`config.mk`:
```
export PLATFORM = sky130hd
export DESIGN_NAME = expo_ctrl
export DESIGN_NICKNAME = d
export VERILOG_FILES = /design/src/rtl/expo_pkg.sv /design/src/rtl/expo_flag_reg.sv /design/src/rtl/expo_int_timer.sv /design/src/rtl/expo_cond_word.sv /design/src/rtl/expo_ctrl.sv
export SDC_FILE = /design/constraint.sdc
export NUM_CORES = 1
export LEC_CHECK = 0
export ABC_AREA = 1
export BUFFER_PORTS_ARGS = -buffer_cell sky130_fd_sc_hd__buf_2
export CORE_AREA = 2 2 95 97
export DETAILED_ROUTE_END_ITERATION = 10
export DIE_AREA = 0 0 97 99
export HOLD_SLACK_MARGIN = 0.12
export PLACE_DENSITY_LB_ADDON = 0.25
export SLEW_MARGIN = 20
export SYNTH_ARGS = -nofsm -noshare
export SYNTH_HDL_FRONTEND = slang
export SYNTH_SLANG_ARGS = --single-unit
```
`constraint.sdc`:
```
create_clock -name clk -period 2 [get_ports clk]
set_input_delay 0.1 -clock clk [delete_from_list [all_inputs] [get_ports clk]]
set_output_delay 0.1 -clock clk [all_outputs]
set_load 0.01 [all_outputs]
```
`src/rtl/expo_pkg.sv`:
```
package expo_pkg;

    localparam int WR_W   = 32;
    localparam int COND_W = 16;
    localparam int VEC_W  = 8;
    localparam int USR_W  = 4;
    localparam int N_LVL  = 5;
    localparam int N_PLS  = 3;

    // command bit positions with behavioural meaning
    localparam int B_CLR_START = 0;
    localparam int B_TMR_GO    = 2;
    localparam int B_TMR_HALT  = 3;

    typedef enum logic {TMR_IDLE = 1'b0, TMR_RUN = 1'b1} tmr_state_e;

    // level outputs; index 0 is the LSB (shut)
    typedef struct packed {
        logic sync;
        logic pix;
        logic busy;
        logic flash;
        logic shut;
    } lvl_t;

    typedef struct packed {
        logic power;
        logic frame;
        logic line;
    } pls_t;

    function automatic int lvl_on_bit(input int i);
        case (i)
            0:       return 4;
            1:       return 6;
            2:       return 10;
            3:       return 12;
            default: return 15;
        endcase
    endfunction

    function automatic int lvl_off_bit(input int i);
        case (i)
            0:       return 5;
            1:       return 7;
            2:       return 11;
            3:       return 13;
            default: return 14;
        endcase
    endfunction

    function automatic int pls_bit(input int i);
        case (i)
            0:       return 9;
            1:       return 8;
            default: return 1;
        endcase
    endfunction

    // set/clear resolution: conflicting request keeps the current value
    function automatic logic pair_next(input logic cur, input logic on, input logic off);
        if (on && !off)
            return 1'b1;
        else if (off && !on)
            return 1'b0;
        else
            return cur;
    endfunction

endpackage

```
`src/rtl/expo_flag_reg.sv`:
```
module expo_flag_reg
    import expo_pkg::*;
(
    input  logic            clk,
    input  logic            rst,
    input  logic            wr_en,
    input  logic [WR_W-1:0] wr_data,
    output lvl_t            lvl_q,
    output pls_t            pls_q
);

    logic [N_LVL-1:0] lvl_vec;
    logic [N_PLS-1:0] pls_vec;

    for (genvar g = 0; g < N_LVL; g++) begin : g_lvl
        always_ff @(posedge clk) begin
            if (rst)
                lvl_vec[g] <= 1'b0;
            else if (wr_en)
                lvl_vec[g] <= pair_next(lvl_vec[g],
                                        wr_data[lvl_on_bit(g)],
                                        wr_data[lvl_off_bit(g)]);
        end
    end

    for (genvar p = 0; p < N_PLS; p++) begin : g_pls
        always_ff @(posedge clk) begin
            if (rst)
                pls_vec[p] <= 1'b0;
            else
                pls_vec[p] <= wr_en && wr_data[pls_bit(p)];
        end
    end

    assign lvl_q = lvl_t'(lvl_vec);
    assign pls_q = pls_t'(pls_vec);

endmodule

```
`src/rtl/expo_int_timer.sv`:
```
module expo_int_timer
    import expo_pkg::*;
#(
    parameter int CNT_W = 32
) (
    input  logic             clk,
    input  logic             rst,
    input  logic             ms_tick,
    input  logic             pause,
    input  logic             go,
    input  logic             halt,
    input  logic [CNT_W-1:0] limit,
    output logic [CNT_W-1:0] cnt_q,
    output logic             tc
);

    localparam logic [CNT_W-1:0] CNT_MAX = {CNT_W{1'b1}};

    tmr_state_e state_q;
    logic       go_eff;
    logic       halt_eff;
    logic       adv;

    assign go_eff   = go && !halt;
    assign halt_eff = halt && !go;
    assign adv      = (state_q == TMR_RUN) && ms_tick && !pause && (cnt_q != CNT_MAX);

    always_ff @(posedge clk) begin
        if (rst) begin
            state_q <= TMR_IDLE;
            cnt_q   <= '0;
        end else if (go_eff) begin
            state_q <= TMR_RUN;
            cnt_q   <= '0;
        end else begin
            if (halt_eff)
                state_q <= TMR_IDLE;
            if (adv)
                cnt_q <= cnt_q + 1'b1;
        end
    end

    assign tc = (cnt_q >= limit);

endmodule

```
`src/rtl/expo_cond_word.sv`:
```
module expo_cond_word
    import expo_pkg::*;
(
    input  logic              clk,
    input  logic              rst,
    input  logic              start_cmd,
    input  logic [VEC_W-1:0]  start_vec,
    input  logic              clr_start,
    input  logic              tc,
    input  logic              sync_lvl,
    input  logic [USR_W-1:0]  user_bits,
    output logic [COND_W-1:0] cond_word
);

    logic             flag_q;
    logic [VEC_W-1:0] vec_q;

    always_ff @(posedge clk) begin
        if (rst) begin
            flag_q <= 1'b0;
            vec_q  <= '0;
        end else if (start_cmd) begin
            flag_q <= 1'b1;
            vec_q  <= start_vec;
        end else if (clr_start) begin
            flag_q <= 1'b0;
        end
    end

    assign cond_word = {user_bits, vec_q, flag_q, tc, sync_lvl, 1'b1};

endmodule

```
`src/rtl/expo_ctrl.sv`:
```
module expo_ctrl
    import expo_pkg::*;
#(
    parameter int CNT_W = 32
) (
    input  logic              clk,
    input  logic              rst,
    input  logic              ms_tick,
    input  logic              wr_en,
    input  logic [WR_W-1:0]   wr_data,
    input  logic [CNT_W-1:0]  int_time,
    input  logic              pause,
    input  logic [USR_W-1:0]  user_bits,
    input  logic              start_cmd,
    input  logic [VEC_W-1:0]  start_vec,
    output logic              shutter_o,
    output logic              preflash_o,
    output logic              sync_o,
    output logic              busy_o,
    output logic              pix_en_o,
    output logic              line_mark_o,
    output logic              frame_mark_o,
    output logic              pwr_sync_o,
    output logic [COND_W-1:0] cond_word_o
);

    lvl_t             flag_lvl;
    pls_t             flag_pls;
    logic [CNT_W-1:0] tmr_cnt;
    logic             tmr_tc;
    logic             shut_lvl;
    logic             flash_lvl;

    expo_flag_reg u_flags (
        .clk     (clk),
        .rst     (rst),
        .wr_en   (wr_en),
        .wr_data (wr_data),
        .lvl_q   (flag_lvl),
        .pls_q   (flag_pls)
    );

    expo_int_timer #(.CNT_W(CNT_W)) u_timer (
        .clk     (clk),
        .rst     (rst),
        .ms_tick (ms_tick),
        .pause   (pause),
        .go      (wr_en && wr_data[B_TMR_GO]),
        .halt    (wr_en && wr_data[B_TMR_HALT]),
        .limit   (int_time),
        .cnt_q   (tmr_cnt),
        .tc      (tmr_tc)
    );

    expo_cond_word u_cond (
        .clk       (clk),
        .rst       (rst),
        .start_cmd (start_cmd),
        .start_vec (start_vec),
        .clr_start (wr_en && wr_data[B_CLR_START]),
        .tc        (tmr_tc),
        .sync_lvl  (flag_lvl.sync),
        .user_bits (user_bits),
        .cond_word (cond_word_o)
    );

    assign shut_lvl     = flag_lvl.shut;
    assign flash_lvl    = flag_lvl.flash;
    assign shutter_o    = shut_lvl && !pause;
    assign preflash_o   = flash_lvl && !pause;
    assign sync_o       = flag_lvl.sync;
    assign busy_o       = flag_lvl.busy;
    assign pix_en_o     = flag_lvl.pix;
    assign line_mark_o  = flag_pls.line;
    assign frame_mark_o = flag_pls.frame;
    assign pwr_sync_o   = flag_pls.power;

endmodule

```
== Word level (Yosys, flattened, before mapping) ==
Cells that the tools add are included.
W data, S select, Z words.
Word-level totals
  memories kept: 0
  register bits: 50
  ROM bits: 0
  latch bits: 0
  bits in writable memories: 0
Cells by class
  equal/unequal tests: 1
  add/sub/neg operators: 1
  div/mod/pow operators: 0
  multiplexer cells: 14
  order comparisons: 1
  shifts and indexed selects: 0
  $mul: 0
  reductions and logical operators: 49
  bitwise operators: 0
Operator list (count)
  $add A32 B1 Y32 const B: 1
  $ge A32 B32 Y1: 1
  $ne A32 B32 Y1 const B: 1
  $logic_and A1 B1 Y1: 23
  $mux W1: 14
  $reduce_bool A2 Y1: 7
  $logic_not A1 Y1: 13
  $reduce_and A2 Y1: 5
  $reduce_or A2 Y1: 1

== Logic depth before layout (Yosys ltp) ==
  depth in word-level cells: 5
  depth in mapped cells: 14

== Modules after synthesis ==
A second synthesis with hierarchy kept.
Unflattened totals
  cell total of the unflattened synthesis: 602
  area, all modules: 3906.2 sq um
By module, submodules not included
  expo_int_timer: area an instance 3096.7 sq um, times used 1, cells each 489
  expo_flag_reg: area an instance 404.1 sq um, times used 1, cells each 56
  expo_cond_word: area an instance 367.9 sq um, times used 1, cells each 47
  expo_ctrl: area an instance 37.5 sq um, times used 1, cells each 10

== Worst setup path after synthesis ==
No wires, ideal clock.
  path kind: flip-flop to flip-flop
  start: register u_timer.cnt_q[0]
  end: register u_timer.cnt_q[30]
  arrival: 1.576 ns
  library setup time: 0.143 ns
  period minus slack after synthesis: 1.719 ns
  setup slack: 0.281 ns
  stages on the path, launching flop included: 12
  data required time: 1.857 ns
  cell sequence: dfxtp_1 -> ha_1 -> inv_1 -> nor2_4 -> nand2_4 -> nor2_8 -> nand2_4 -> nand2_8 -> inv_4 -> buf_6 -> nand2_1 -> a21oi_2
On the way
  word-level cells in the longest chain between the ends: 2
Ends and longest elaborated chain
  start: declaration: RTL line expo_int_timer.sv:13  | output logic [CNT_W-1:0] cnt_q,
  start signal: assignment: RTL line expo_int_timer.sv:39  | cnt_q <= cnt_q + 1'b1;
  branches (longest 2 deep; another with $add A32 B1 Y32)
Parallel ways; which one is timed is not known.
A chain may end at the register's enable or synchronous reset.

== Final worst setup path ==
  start: register u_timer.cnt_q[14]
  end: output port cond_word_o[2]
On the way
  word-level cells in the longest chain between the ends: 1
Ends and longest elaborated chain
  $ge A32 B32 Y1: RTL line expo_int_timer.sv:43  | assign tc = (cnt_q >= limit);
  end: declaration: RTL line expo_ctrl.sv:24  | output logic [COND_W-1:0] cond_word_o
Every way passes these cells.

==> metrics list <==
- The Yosys step of the flow raised 0 warnings.
* Fraction of power consumed by the clock network: between 40% and 50%
* Via count of the first global-routing pass: roughly 3700
* Die X-Extent: 97 µm
- Power density normalized to cell area: ~460 mW/mm²
* Count of different cell masters after synthesis: 31
- Result of the run: finished clean
* Setup violators final: 0
* Worst endpoint required time: roughly 1.9 ns
- DPL Wire Length: approximately 7000 µm
- Of all cell types, the one taking the most synthesized area is dfxtp_1.
- CTS clock-pin slew for the worst setup and hold paths: around 0.10 ns
* Setup repair after global routing missed its margin: no
- The initial utilization of the core area, before any placement, comes to between 40 and 50%.
- Net switching is 23.8% of the power.
- After detailed routing, the average wire length per cell comes to ~11 µm.
- STA classifies the critical path endpoint as an output port.
- approximately 110 I/O pins were placed.
- EDFF count, synth: 0
- Prevailing post-synth register cell: dfxtp_1
- Cell area reported after detailed placement: 0.00435 mm²
- VDD sags by at most 0.000354 V.
* CTS Root Buffer Type: clkbuf_8
- In the final layout, the share of cells above drive strength 1 is a little under a quarter.
* Number of nets at the end of the flow: between 800 and 900
- Clk sinks: 50
- Part of the total power dissipated in sequential elements: between 40% and 50%
- At the later pin of the worst-skew pair, clock insertion delay measures approximately 0.32 ns.
- The first TritonRoute pass finished after 4 iterations.
- Combinational cells account for between 10% and 20% of the total power.
* Post-route DRC: 0
- Top-area cell type share of the netlist area: around a quarter
- The die covers ~0.0096 mm².
* Synthesized area divided by synthesized cell count: roughly 6.6 µm²
- After the first detailed-routing iteration, the DRC count stood at 89.
- Level count of the clock H-tree: 2
- Number of buffers added on ports: 80
* Top area cells in the synthesized netlist: dfxtp_1 (26%), nand2_1 (17%), ha_1 (13%)
* Utilization after layout: 55.5%
- Number of standard cells after synthesis: just under 600
- Total length of routed wires: roughly 9100 µm
- In this run the core area contains 34 standard-cell rows.
* Final global-route overflow total: 0
* Net Sw Power: between 0.5 and 0.6 mW
- Filler Cell Count: about 830
- Ant. Diodes: 0
* Final Hold Viols: 0
* Critical Setup Path Class: flip-flop to output port
* Final period demand of the worst path: between 1.5 and 2 ns
* Fin. max-slew vios: 0
- CP Launch Type: flip-flop
- Based on the critical path, the design can be clocked at up to about 530 MHz.
- Maximum number of pins on one net before global-route repair: 25
- Final Wtd Congestion: 0.865
* Clock tree from TritonCTS: done
* Maximum fanout along the worst path: 4
- Post-synthesis sequential area ratio: 26.1%
* Max-cap violation count: 0
- Core region area: around 0.0086 mm²
- Critical path arrival: 1.77 ns
- Total power after layout: ~2.2 mW
* Via count of the routed design: roughly 3700
* ANT nets after route: 0
* Clock buffers created by TritonCTS: 5
- Internal power comes to 1.65 mW.
- Kind of path behind the tightest hold check: input pin to flip-flop
* Share of synthesized flip-flops with an asynchronous set or reset: 0%
- Net count of the mapped netlist: a little over 700
- Synthesis-to-finish area growth: 23.8%
- Die height: 99 µm
- Setup TNS: 0 ns
* Post-route fraction of the period consumed by the critical path: 93.5%
* Placed cells: between 700 and 800
- Post-Route Skew: ~0.016 ns
- Clk buf depth: 2
- Total non-filler cell area in the finished layout: 0.00474 mm²
- The cell area that synthesis handed to floorplanning was 0.00383 mm².
* First-pass GRT wire length: approximately 16000 µm
* Antenna violations before repair: 0
* Flop and latch count out of synthesis: 50
* Leakage dissipation: between 2 and 2.5 nW
- Total GRT Usage: 19.5%
- Vias per cell: 4.69
- Final cell count without fillers: 800
[Yosys cell counts (2+ instances only)]
| library cell | instances |
|---|---|
| nand4_1 | 8 |
| clkbuf_1 | 3 |
| buf_12 | 2 |
| nor2_4 | 2 |
| nand2_1 | 177 |
| nand3_1 | 16 |
| o21ai_0 | 16 |
| nor2_1 | 80 |
| nand2_4 | 2 |
| nor3_1 | 5 |
| nor2_2 | 4 |
| dfxtp_1 | 50 |
| nand3b_1 | 4 |
| inv_1 | 74 |
| a21oi_2 | 20 |
| nand2_2 | 15 |
| clkinv_1 | 2 |
| buf_1 | 2 |
| a21oi_1 | 32 |
| ha_1 | 39 |
| xnor2_1 | 5 |
| buf_6 | 2 |
| buf_4 | 8 |
| xor2_1 | 8 |
[stage by stage]
step	setup slack, ns	hold slack (ns)
2_1_floorplan	0.281	0.214
3_3_place_gp	0.277	0.200
3_5_place_dp	0.216	0.200
4_1_cts	0.0355	0.123
5_1_grt	0.00411	0.169
6_report	0.131	0.145
[layout make-up]
class / instances / area [µm²] / share of cell area [%]
Multi-Input combinational cell: 438 / 2400 / 50.7
Sequential cell: 50 / 1010 / 21.4
Timing Repair Buffer: 119 / 763 / 16.1
Inverter: 77 / 292 / 6.14
Tap cell: 108 / 135 / 2.85
Clock buffer: 5 / 68.8 / 1.45
Clock inverter: 3 / 68.8 / 1.45
[state kept, by name (all words and copies together), names as in the netlist]
register,count
u_cond.vec_q,8
u_flags.lvl_q,5
u_flags.pls_q,3
u_cond.flag_q,1
u_timer.state_q,1
u_timer.cnt_q,32
[per-layer routing]
metal  share of wire (%)  routed length, µm  global-route usage, %
met5                   0                  0                      0
met4                 1.4                132                   5.20
met3                 5.7                522                   4.47
met2                  45               4140                   34.6
met1                  48               4350                   24.0
[path summary, 6_finish.rpt]
path,start,to,slack (ns),cells after the start
hold reg to reg,u_cond.vec_q[6],u_cond.vec_q[6],0.47,2
setup reg to reg,u_timer.cnt_q[1],u_timer.cnt_q[23],0.27,10
setup / recovery,u_timer.cnt_q[14],cond_word_o[2],0.13,11
hold / removal,wr_en,u_cond.flag_q,0.15,4
[worst max-delay path, cell delays in order, from the launching register on]
cell and delay [ns]:
dfxtp_1 0.32, buf_4 0.15, ha_1 0.27, nand2_1 0.08, inv_1 0.04, nand3_1 0.09, inv_1 0.05, a21oi_1 0.13
nand2_1 0.09, nand2_1 0.06, nand2_1 0.04, buf_2 0.13
[cells in the final DEF, fill, tap and decap left out, drive strengths merged, types with 8 or more instances in the layout]
cell type    count
a21oi           52
buf             96
dfxtp           50
dlygate4sd3     23
ha              39
inv             75
nand2          195
nand3           16
nand4            8
nor2            87
o21ai           16
xor2             8
[timing repair]
action,CTS,global route
endpoints found under the hold margin,12,0
endpoints found under the setup margin,1,1
resized for setup,1,12
buffers inserted,0,1
hold buffers,23,0
gates cloned,0,0
pin swaps,0,0
[cells by family after synthesis]
group	after synthesis	share of synthesized area [%]
muxes	1	0.261
buffers and inverters	95	11.4
adders and majority gates	39	12.7
and+or+nand+nor	315	35.3
DFF	50	26.1
other	1	0.0979
xor gates and xnor gates	13	2.97
AOI/OAI and AO/OA	69	11.0
[power groups by stage]
stage	Combinational (mW)	Sequential, mW	Clock (mW)
after floorplan	0.138	1.05	0
after global placement	0.225	1.04	0
after detailed placement	0.233	1.04	0
after CTS	0.268	1.02	0.890
after global routing	0.310	1.02	0.917
final	0.273	1.02	0.868
Power figures use the tool's default switching activity.
